==> src/rtl/burst_pack_pkg.sv <==
package burst_pack_pkg;
   localparam int WORD_W     = 32;
   localparam int BEAT_WORDS = 4;
   localparam int BEAT_BITS  = WORD_W * BEAT_WORDS;
   localparam int BEAT_BYTES = BEAT_BITS / 8;
   typedef logic [WORD_W-1:0] word_t;
endpackage

==> src/rtl/bpb_word_fifo.sv <==
module bpb_word_fifo
   import burst_pack_pkg::*;
#(
   parameter int DEPTH    = 8,
   parameter int PUSH_MAX = 4,
   parameter int POP_MAX  = 4
) (
   input  logic                               clk,
   input  logic                               rst,
   input  logic                               clr,
   input  logic [$clog2(PUSH_MAX+1)-1:0]      push_n,
   input  logic [PUSH_MAX*WORD_W-1:0]         din,
   input  logic [$clog2(POP_MAX+1)-1:0]       pop_n,
   output logic [POP_MAX*WORD_W-1:0]          dout,
   output logic [$clog2(DEPTH+1)-1:0]         level
);
   localparam int AW = $clog2(DEPTH);
   localparam int LW = $clog2(DEPTH+1);

   if ((DEPTH & (DEPTH - 1)) != 0 || DEPTH < 4) begin : g_bad_depth
      $error("bpb_word_fifo: DEPTH must be a power of two and at least 4");
   end
   if (PUSH_MAX > DEPTH || POP_MAX > DEPTH) begin : g_bad_ports
      $error("bpb_word_fifo: push or pop width exceeds DEPTH");
   end

   word_t            mem [DEPTH];
   logic [AW-1:0]    wp, rp;

   always_ff @(posedge clk) begin
      for (int i = 0; i < PUSH_MAX; i++) begin
         if (i < int'(push_n)) mem[wp + AW'(i)] <= din[i*WORD_W +: WORD_W];
      end
   end

   always_ff @(posedge clk) begin
      if (rst || clr) begin
         wp    <= '0;
         rp    <= '0;
         level <= '0;
      end else begin
         wp    <= wp + AW'(push_n);
         rp    <= rp + AW'(pop_n);
         level <= level + LW'(push_n) - LW'(pop_n);
      end
   end

   for (genvar g = 0; g < POP_MAX; g++) begin : g_rd
      assign dout[g*WORD_W +: WORD_W] = mem[rp + AW'(g)];
   end
endmodule

==> src/rtl/bpb_bus_port.sv <==
module bpb_bus_port
   import burst_pack_pkg::*;
#(
   parameter int ADDR_W = 32
) (
   input  logic                  clk,
   input  logic                  rst,
   input  logic                  ld_apply,
   input  logic [ADDR_W-1:0]     in_base,
   input  logic [ADDR_W-1:0]     out_base,
   input  logic                  rd_req,
   input  logic                  wr_req,
   input  logic [2:0]            wr_cnt,
   input  logic [BEAT_BITS-1:0]  wr_words,
   input  logic                  ack,
   output logic                  cyc,
   output logic                  stb,
   output logic                  we,
   output logic [ADDR_W-1:0]     adr,
   output logic [BEAT_BITS-1:0]  dat_o,
   output logic [BEAT_BYTES-1:0] sel,
   output logic                  push_rd,
   output logic [2:0]            pop_wr,
   output logic                  busy
);
   logic              busy_q, we_q;
   logic [2:0]        cnt_q;
   logic [ADDR_W-1:0] rd_adr, wr_adr;

   always_ff @(posedge clk) begin
      if (rst) begin
         busy_q <= 1'b0;
         we_q   <= 1'b0;
         cnt_q  <= '0;
         rd_adr <= '0;
         wr_adr <= '0;
      end else begin
         if (ld_apply) begin
            rd_adr <= in_base;
            wr_adr <= out_base;
         end
         if (!busy_q) begin
            if (!ld_apply && (rd_req || wr_req)) begin
               busy_q <= 1'b1;
               we_q   <= wr_req;
               cnt_q  <= wr_req ? wr_cnt : 3'(BEAT_WORDS);
            end
         end else if (ack) begin
            busy_q <= 1'b0;
            if (we_q) wr_adr <= wr_adr + ADDR_W'(BEAT_BYTES);
            else      rd_adr <= rd_adr + ADDR_W'(BEAT_BYTES);
         end
      end
   end

   for (genvar k = 0; k < BEAT_WORDS; k++) begin : g_lane
      logic lane_on;
      assign lane_on                    = !we_q || (3'(k) < cnt_q);
      assign sel[k*4 +: 4]              = {4{lane_on}};
      assign dat_o[k*WORD_W +: WORD_W]  = (we_q && lane_on) ? wr_words[k*WORD_W +: WORD_W] : '0;
   end

   assign cyc     = busy_q;
   assign stb     = busy_q;
   assign we      = we_q;
   assign adr     = we_q ? wr_adr : rd_adr;
   assign push_rd = busy_q && ack && !we_q;
   assign pop_wr  = (busy_q && ack && we_q) ? cnt_q : 3'd0;
   assign busy    = busy_q;
endmodule

==> src/rtl/burst_pack_buf.sv <==
module burst_pack_buf
   import burst_pack_pkg::*;
#(
   parameter int N_IN        = 3,
   parameter int N_OUT       = 2,
   parameter int IFIFO_DEPTH = 8,
   parameter int OFIFO_DEPTH = 8,
   parameter int ADDR_W      = 32
) (
   input  logic                     clk,
   input  logic                     rst,
   input  logic                     addr_load,
   input  logic [ADDR_W-1:0]        in_base,
   input  logic [ADDR_W-1:0]        out_base,
   input  logic                     read_in,
   input  logic                     write_out,
   input  logic                     flush,
   input  logic [N_OUT*WORD_W-1:0]  acc_out,
   output logic [N_IN*WORD_W-1:0]   acc_in,
   output logic                     stall,
   output logic                     wbm_cyc,
   output logic                     wbm_stb,
   output logic                     wbm_we,
   output logic [ADDR_W-1:0]        wbm_adr,
   output logic [BEAT_BITS-1:0]     wbm_dat_o,
   output logic [BEAT_BYTES-1:0]    wbm_sel,
   input  logic [BEAT_BITS-1:0]     wbm_dat_i,
   input  logic                     wbm_ack
);
   localparam int ILW = $clog2(IFIFO_DEPTH+1);
   localparam int OLW = $clog2(OFIFO_DEPTH+1);
   localparam int INW = $clog2(N_IN+1);
   localparam int ONW = $clog2(N_OUT+1);
   localparam int BNW = $clog2(BEAT_WORDS+1);

   if (IFIFO_DEPTH < N_IN + BEAT_WORDS - 1) begin : g_bad_ififo
      $error("burst_pack_buf: IFIFO_DEPTH must be at least N_IN+3");
   end
   if (OFIFO_DEPTH < N_OUT + BEAT_WORDS - 1) begin : g_bad_ofifo
      $error("burst_pack_buf: OFIFO_DEPTH must be at least N_OUT+3");
   end
   if (N_IN < 1 || N_OUT < 1 || ADDR_W < 5) begin : g_bad_misc
      $error("burst_pack_buf: port counts or address width out of range");
   end

   logic                     ld_pend, run, rd_pend, wr_pend, fl_pend;
   logic [ADDR_W-1:0]        lin, lout;
   logic [N_OUT*WORD_W-1:0]  obuf;
   logic [N_IN*WORD_W-1:0]   acc_in_q, idout;
   logic [BEAT_BITS-1:0]     odout;
   logic [ILW-1:0]           ilevel;
   logic [OLW-1:0]           olevel;
   logic                     busy, push_rd, accept, ld_apply, rd_go, wr_go, fl_done;
   logic                     rd_req, wr_req, wr_full;
   logic [2:0]               pop_wr, wr_cnt;

   assign stall    = ld_pend | rd_pend | wr_pend | fl_pend;
   assign accept   = !stall;
   assign ld_apply = ld_pend && !busy;
   assign rd_go    = rd_pend && !ld_pend && (int'(ilevel) >= N_IN);
   assign wr_go    = wr_pend && (int'(olevel) + N_OUT <= OFIFO_DEPTH);
   assign wr_full  = int'(olevel) >= BEAT_WORDS;
   assign wr_req   = wr_full || (fl_pend && !wr_pend && olevel != '0);
   assign wr_cnt   = wr_full ? 3'(BEAT_WORDS) : 3'(olevel);
   assign rd_req   = run && (int'(ilevel) + BEAT_WORDS <= IFIFO_DEPTH);
   assign fl_done  = fl_pend && !wr_pend && olevel == '0 && !busy;

   always_ff @(posedge clk) begin
      if (rst) begin
         ld_pend  <= 1'b0;
         run      <= 1'b0;
         rd_pend  <= 1'b0;
         wr_pend  <= 1'b0;
         fl_pend  <= 1'b0;
         lin      <= '0;
         lout     <= '0;
         obuf     <= '0;
         acc_in_q <= '0;
      end else begin
         if (accept && addr_load) begin
            ld_pend <= 1'b1;
            lin     <= in_base;
            lout    <= out_base;
         end else if (ld_apply) begin
            ld_pend <= 1'b0;
            run     <= 1'b1;
         end
         if (accept && read_in)        rd_pend <= 1'b1;
         else if (rd_go)               rd_pend <= 1'b0;
         if (accept && write_out) begin
            wr_pend <= 1'b1;
            obuf    <= acc_out;
         end else if (wr_go)           wr_pend <= 1'b0;
         if (accept && flush)          fl_pend <= 1'b1;
         else if (fl_done)             fl_pend <= 1'b0;
         if (rd_go)                    acc_in_q <= idout;
      end
   end

   assign acc_in = acc_in_q;

   bpb_word_fifo #(.DEPTH(IFIFO_DEPTH), .PUSH_MAX(BEAT_WORDS), .POP_MAX(N_IN)) u_ififo (
      .clk(clk), .rst(rst), .clr(ld_apply),
      .push_n(push_rd ? BNW'(BEAT_WORDS) : BNW'(0)),
      .din(wbm_dat_i),
      .pop_n(rd_go ? INW'(N_IN) : INW'(0)),
      .dout(idout), .level(ilevel)
   );

   bpb_word_fifo #(.DEPTH(OFIFO_DEPTH), .PUSH_MAX(N_OUT), .POP_MAX(BEAT_WORDS)) u_ofifo (
      .clk(clk), .rst(rst), .clr(1'b0),
      .push_n(wr_go ? ONW'(N_OUT) : ONW'(0)),
      .din(obuf),
      .pop_n(pop_wr),
      .dout(odout), .level(olevel)
   );

   bpb_bus_port #(.ADDR_W(ADDR_W)) u_bus (
      .clk(clk), .rst(rst), .ld_apply(ld_apply),
      .in_base(lin), .out_base(lout),
      .rd_req(rd_req), .wr_req(wr_req), .wr_cnt(wr_cnt), .wr_words(odout),
      .ack(wbm_ack),
      .cyc(wbm_cyc), .stb(wbm_stb), .we(wbm_we), .adr(wbm_adr),
      .dat_o(wbm_dat_o), .sel(wbm_sel),
      .push_rd(push_rd), .pop_wr(pop_wr), .busy(busy)
   );
endmodule

==> config.mk <==
export PLATFORM = sky130hd
export DESIGN_NAME = burst_pack_buf
export DESIGN_NICKNAME = d
export VERILOG_FILES = /design/src/rtl/burst_pack_pkg.sv /design/src/rtl/bpb_word_fifo.sv /design/src/rtl/bpb_bus_port.sv /design/src/rtl/burst_pack_buf.sv
export SDC_FILE = /design/constraint.sdc
export NUM_CORES = 2
export LEC_CHECK = 0
export BUFFER_PORTS_ARGS = -buffer_cell sky130_fd_sc_hd__buf_4
export CORE_MARGIN = 1.5
export CORE_UTILIZATION = 30
export DETAILED_ROUTE_END_ITERATION = 8
export GPL_TIMING_DRIVEN = 1
export HOLD_SLACK_MARGIN = 0.03
export PLACE_DENSITY_LB_ADDON = 0.05
export SLEW_MARGIN = 25
export SYNTH_ARGS = -nofsm -noshare
export SYNTH_HDL_FRONTEND = slang
export SYNTH_SLANG_ARGS = --single-unit
==> constraint.sdc <==
create_clock -name clk -period 19.7 [get_ports clk]
set_clock_uncertainty 0.1 [all_clocks]
set_input_delay 3.94 -clock clk [delete_from_list [all_inputs] [get_ports clk]]
set_output_delay 3.94 -clock clk [all_outputs]
set_load 0.05 [all_outputs]
==> summary.md <==
| Metric | Value |
|---|---|
| Synth-to-layout area growth | 20.6% |
| CP Capture Type | output pin |
| Top cell by count, worst path | buf_4 |
| Final Hold Fails | 0 |
| WS Path Type | flip-flop to output pin |
| Initial DRC count | 2020 |
| Fin crit period | 9.31 ns |
| Core Rows | 140 |
| Synthesis Warnings | 0 |
| Register area share after synthesis | 48.9% |
| Worst Tran Pin Value | 1.02 ns |
| # DRC | 0 |
| Pleak | 18.8 nW |
| Synth Net Count | between 3k and 4k |
| TritonCTS Buffers | between 100 and 150 |
| Setup_tns | 0 ns |
| Largest family of logic cells by synthesized area | multiplexers |
| Simple-Gate Fraction of Synth Area | 12.5% |
| Startpoint types | flip-flop |
| Total core area | 146000 µm² |
| Detailed Route WL | 156000 µm |
| GR Overflow Total | 0 |
| Dpl cell area | 50100 µm² |
| Post-synth EDFFs | 512 |
| Root buf cell | clkbuf_16 |
| All-Layer GR Usage | 20.3% |
| XOR/XNOR share of the synthesized area | less than 1% |
| Buffers added on ports | around 540 |
| # nets final | between 4k and 5k |
| First-pass iteration count of the detailed router | 5 |
| Die Width | 388 µm |
| RSZ-0062 raised after global routing | false |
| Clk buf depth | 3 |
| Clock transition at path regs | 0.06 ns |
| Mux contribution to synthesized area | a little over a quarter |
| Max H-tree Level | 3 |
| Slew headroom | a little under a third |
| Post-synthesis adder-cell area fraction | 0.761% |
| Setup WS pre-CTS | 11.09 ns |
| Asr flop ratio synth | 0% |
| Final period utilization | between 40% and 50% |
| CTS tree | done |
| Initial Util | a little under a third |
| Pin count of the biggest net entering global routing | 123 |
| Via-per-instance ratio | around 5.3 |
| Netlist Area Pre-Place | around 44000 µm² |
| Max-slew violation count | 0 |
| Synth Area in Compound Gates | 7.23% |
| Largest delay share family, worst path | buffers and inverters |
| Layout cells sized above 1 | between 30% and 40% |
| Initial antenna violation count | 20 |
| Signal arrival time at the worst endpoint | 5.27 ns |
| Postcts setup bufs | 0 |
| WP buf/inv | 4 |
| Global-route wire length before repair | 228000 µm |
| Die area | approximately 150000 µm² |
| Avg Cell Area, Syn | 12.0 µm² |
| Vert. Die Dim | 388 µm |
| CP Cell Sequence | clkinv_1 > ha_1 > xnor2_4 > buf_16 > buf_4 > mux4_2 > a22o_1 > buf_4 |
| Worst-skew pair later-pin latency | roughly 0.69 ns |
| Peak supply drop | 0.0653 mV |
| FMAX | between 100 and 150 MHz |
| Critical Path RT | 15.66 ns |
| Design area | 53500 µm² |
| WHS | 0.355 ns |
| Routed via count | around 32k |
| Max Cap Viol | 0 |
| Gpl congestion | 0.764 |
| Largest stage delay on the critical path | 0.96 ns |
| Mapped Cells | 3711 |
| Min-Delay Path Class | flip-flop to flip-flop |
| CTS Sinks | 827 |
| Post-synth top flop | edfxtp_1 |
| Post-synth cell types | 75 |
| Post-route ant nets | 0 |
| Crit path max fanout | 36 |
| CP max stage cell | clkinv_1 |
| Hold buffers post-CTS | 0 |
| HPWL after DPL | 101000 µm |
| Vias in the first global route | 32.8k |
| Worst setup margin | 10.39 ns |
| Status | completed |
| Final setup vio count | 0 |
| Post-synthesis register bit count | 827 |
| PwrDens | 106 nW/µm² |
| Routed wire per std cell | 25.5 µm |
| # IOs | ~540 |
| Post-cts repair resize count | 0 |
## path summary, 6_finish.rpt
check / from / to / slack (ns) / cells past startpoint
max: u_ofifo.rp[1] / wbm_dat_o[125] / 10.39 / 8
min reg2reg: u_bus.rd_adr[2] / u_bus.rd_adr[2] / 0.35 / 2
max reg2reg: u_bus.we / u_ififo.mem[1][20] / 15.27 / 9
min: u_bus.rd_adr[2] / u_bus.rd_adr[2] / 0.35 / 2
## flip-flops by register name, summed over array words and instances (netlist names), 2 cells and up
name           flops
obuf              64
u_ififo.rp         3
u_ofifo.mem      256
u_ofifo.rp         3
u_bus.rd_adr      32
u_bus.cnt_q        3
u_ififo.level      4
lin               32
u_ofifo.level      4
u_ofifo.wp         2
acc_in            96
u_ififo.mem      256
lout              32
u_bus.wr_adr      32
## per-layer routing
layer,track usage [%],vias up,wire length (µm)
li1,-,14815,-
met5,0,-,212
met1,26.6,16272,67400
met3,4.85,227,9530
met4,5.50,30,4030
met2,33.6,939,74400
## cell type report
cell class,instances,area (µm²)
well taps,1917,2400
clock buffers,147,2910
clock inverters,47,487
multi-input cells,2550,21400
flip-flops and latches,827,21700
fillers,14472,92800
diodes,3,7.51
inverters,25,106
repair buffers,597,4530
## worst reg2reg max path, stage by stage (launching register included)
cell and delay (ns):
dfxtp_2 0.35, buf_4 0.33, nand3b_4 0.49, inv_1 0.13
buf_4 0.30, ha_4 0.54, buf_4 0.68, buf_4 0.84
nand2b_1 0.33, nand2_1 0.07
## layout by cell type (no fill, tap or decap), drive strengths merged, types with 8 or more instances in the layout
| cell | count |
|---|---|
| a31oi | 12 |
| inv | 28 |
| nor2b | 10 |
| a211oi | 62 |
| nand4 | 15 |
| a311oi | 36 |
| buf | 597 |
| nand3 | 25 |
| bufinv | 10 |
| nor2 | 225 |
| nor3 | 76 |
| and2 | 14 |
| clkinv | 32 |
| and3 | 13 |
| ha | 19 |
| edfxtp | 512 |
| o21ai | 17 |
| a21oi | 181 |
| mux2i | 211 |
| dfxtp | 315 |
| mux2 | 167 |
| nand2b | 70 |
| nor4 | 20 |
| o22ai | 58 |
| a2111oi | 8 |
| xor2 | 13 |
| nand2 | 794 |
| clkbuf | 147 |
| mux4 | 352 |
| a22o | 65 |
## report_power, final
part	total, W	switching, W	internal [W]
Combinational	0.00153	0.000991	0.000543
Clock	0.00192	0.000771	0.00115
Sequential	0.00221	0.000164	0.00205
Total	0.00566	0.00193	0.00374
## per-stage QoR
step,cells,power (W),utilization [%]
after global routing,6110,0.00592,36.6
after floorplan,3711,0.00327,-
final,6113,0.00566,36.6
after detailed placement,5916,0.00380,34.3
after global placement,5915,0.00380,34.2
after CTS,6110,0.00575,36.6
## synthesized netlist by cell type, types with 13 or more instances
master	number	area, µm²
nand2_1	794	2980
edfxtp_1	512	15400
mux4_2	352	7930
dfxtp_1	315	6310
nor2_1	225	845
mux2i_1	211	2110
a21oi_1	181	906
mux2_2	167	1880
clkbuf_1	162	608
buf_2	81	405
nor3_1	74	370
nand2b_1	70	438
a22o_1	65	569
a211oi_1	62	465
o22ai_1	58	363
a311oi_1	36	315
buf_4	36	270
buf_1	29	109
nand3_1	24	120
inv_1	21	78.8
ha_1	19	238
nor4_1	17	106
o21ai_0	16	80.1
and2_1	14	87.6
nand4_1	14	87.6
and3_1	13	81.3
xor2_1	13	114
## cell families after synthesis
kind of cell	after synthesis
xor gates and xnor gates	19
and+or+nand+nor	1295
adders and majority gates	24
buffers and inverters	334
DFF	827
muxes	730
AOI/OAI and AO/OA	482
No activity file was read; power rests on OpenSTA's default activity.
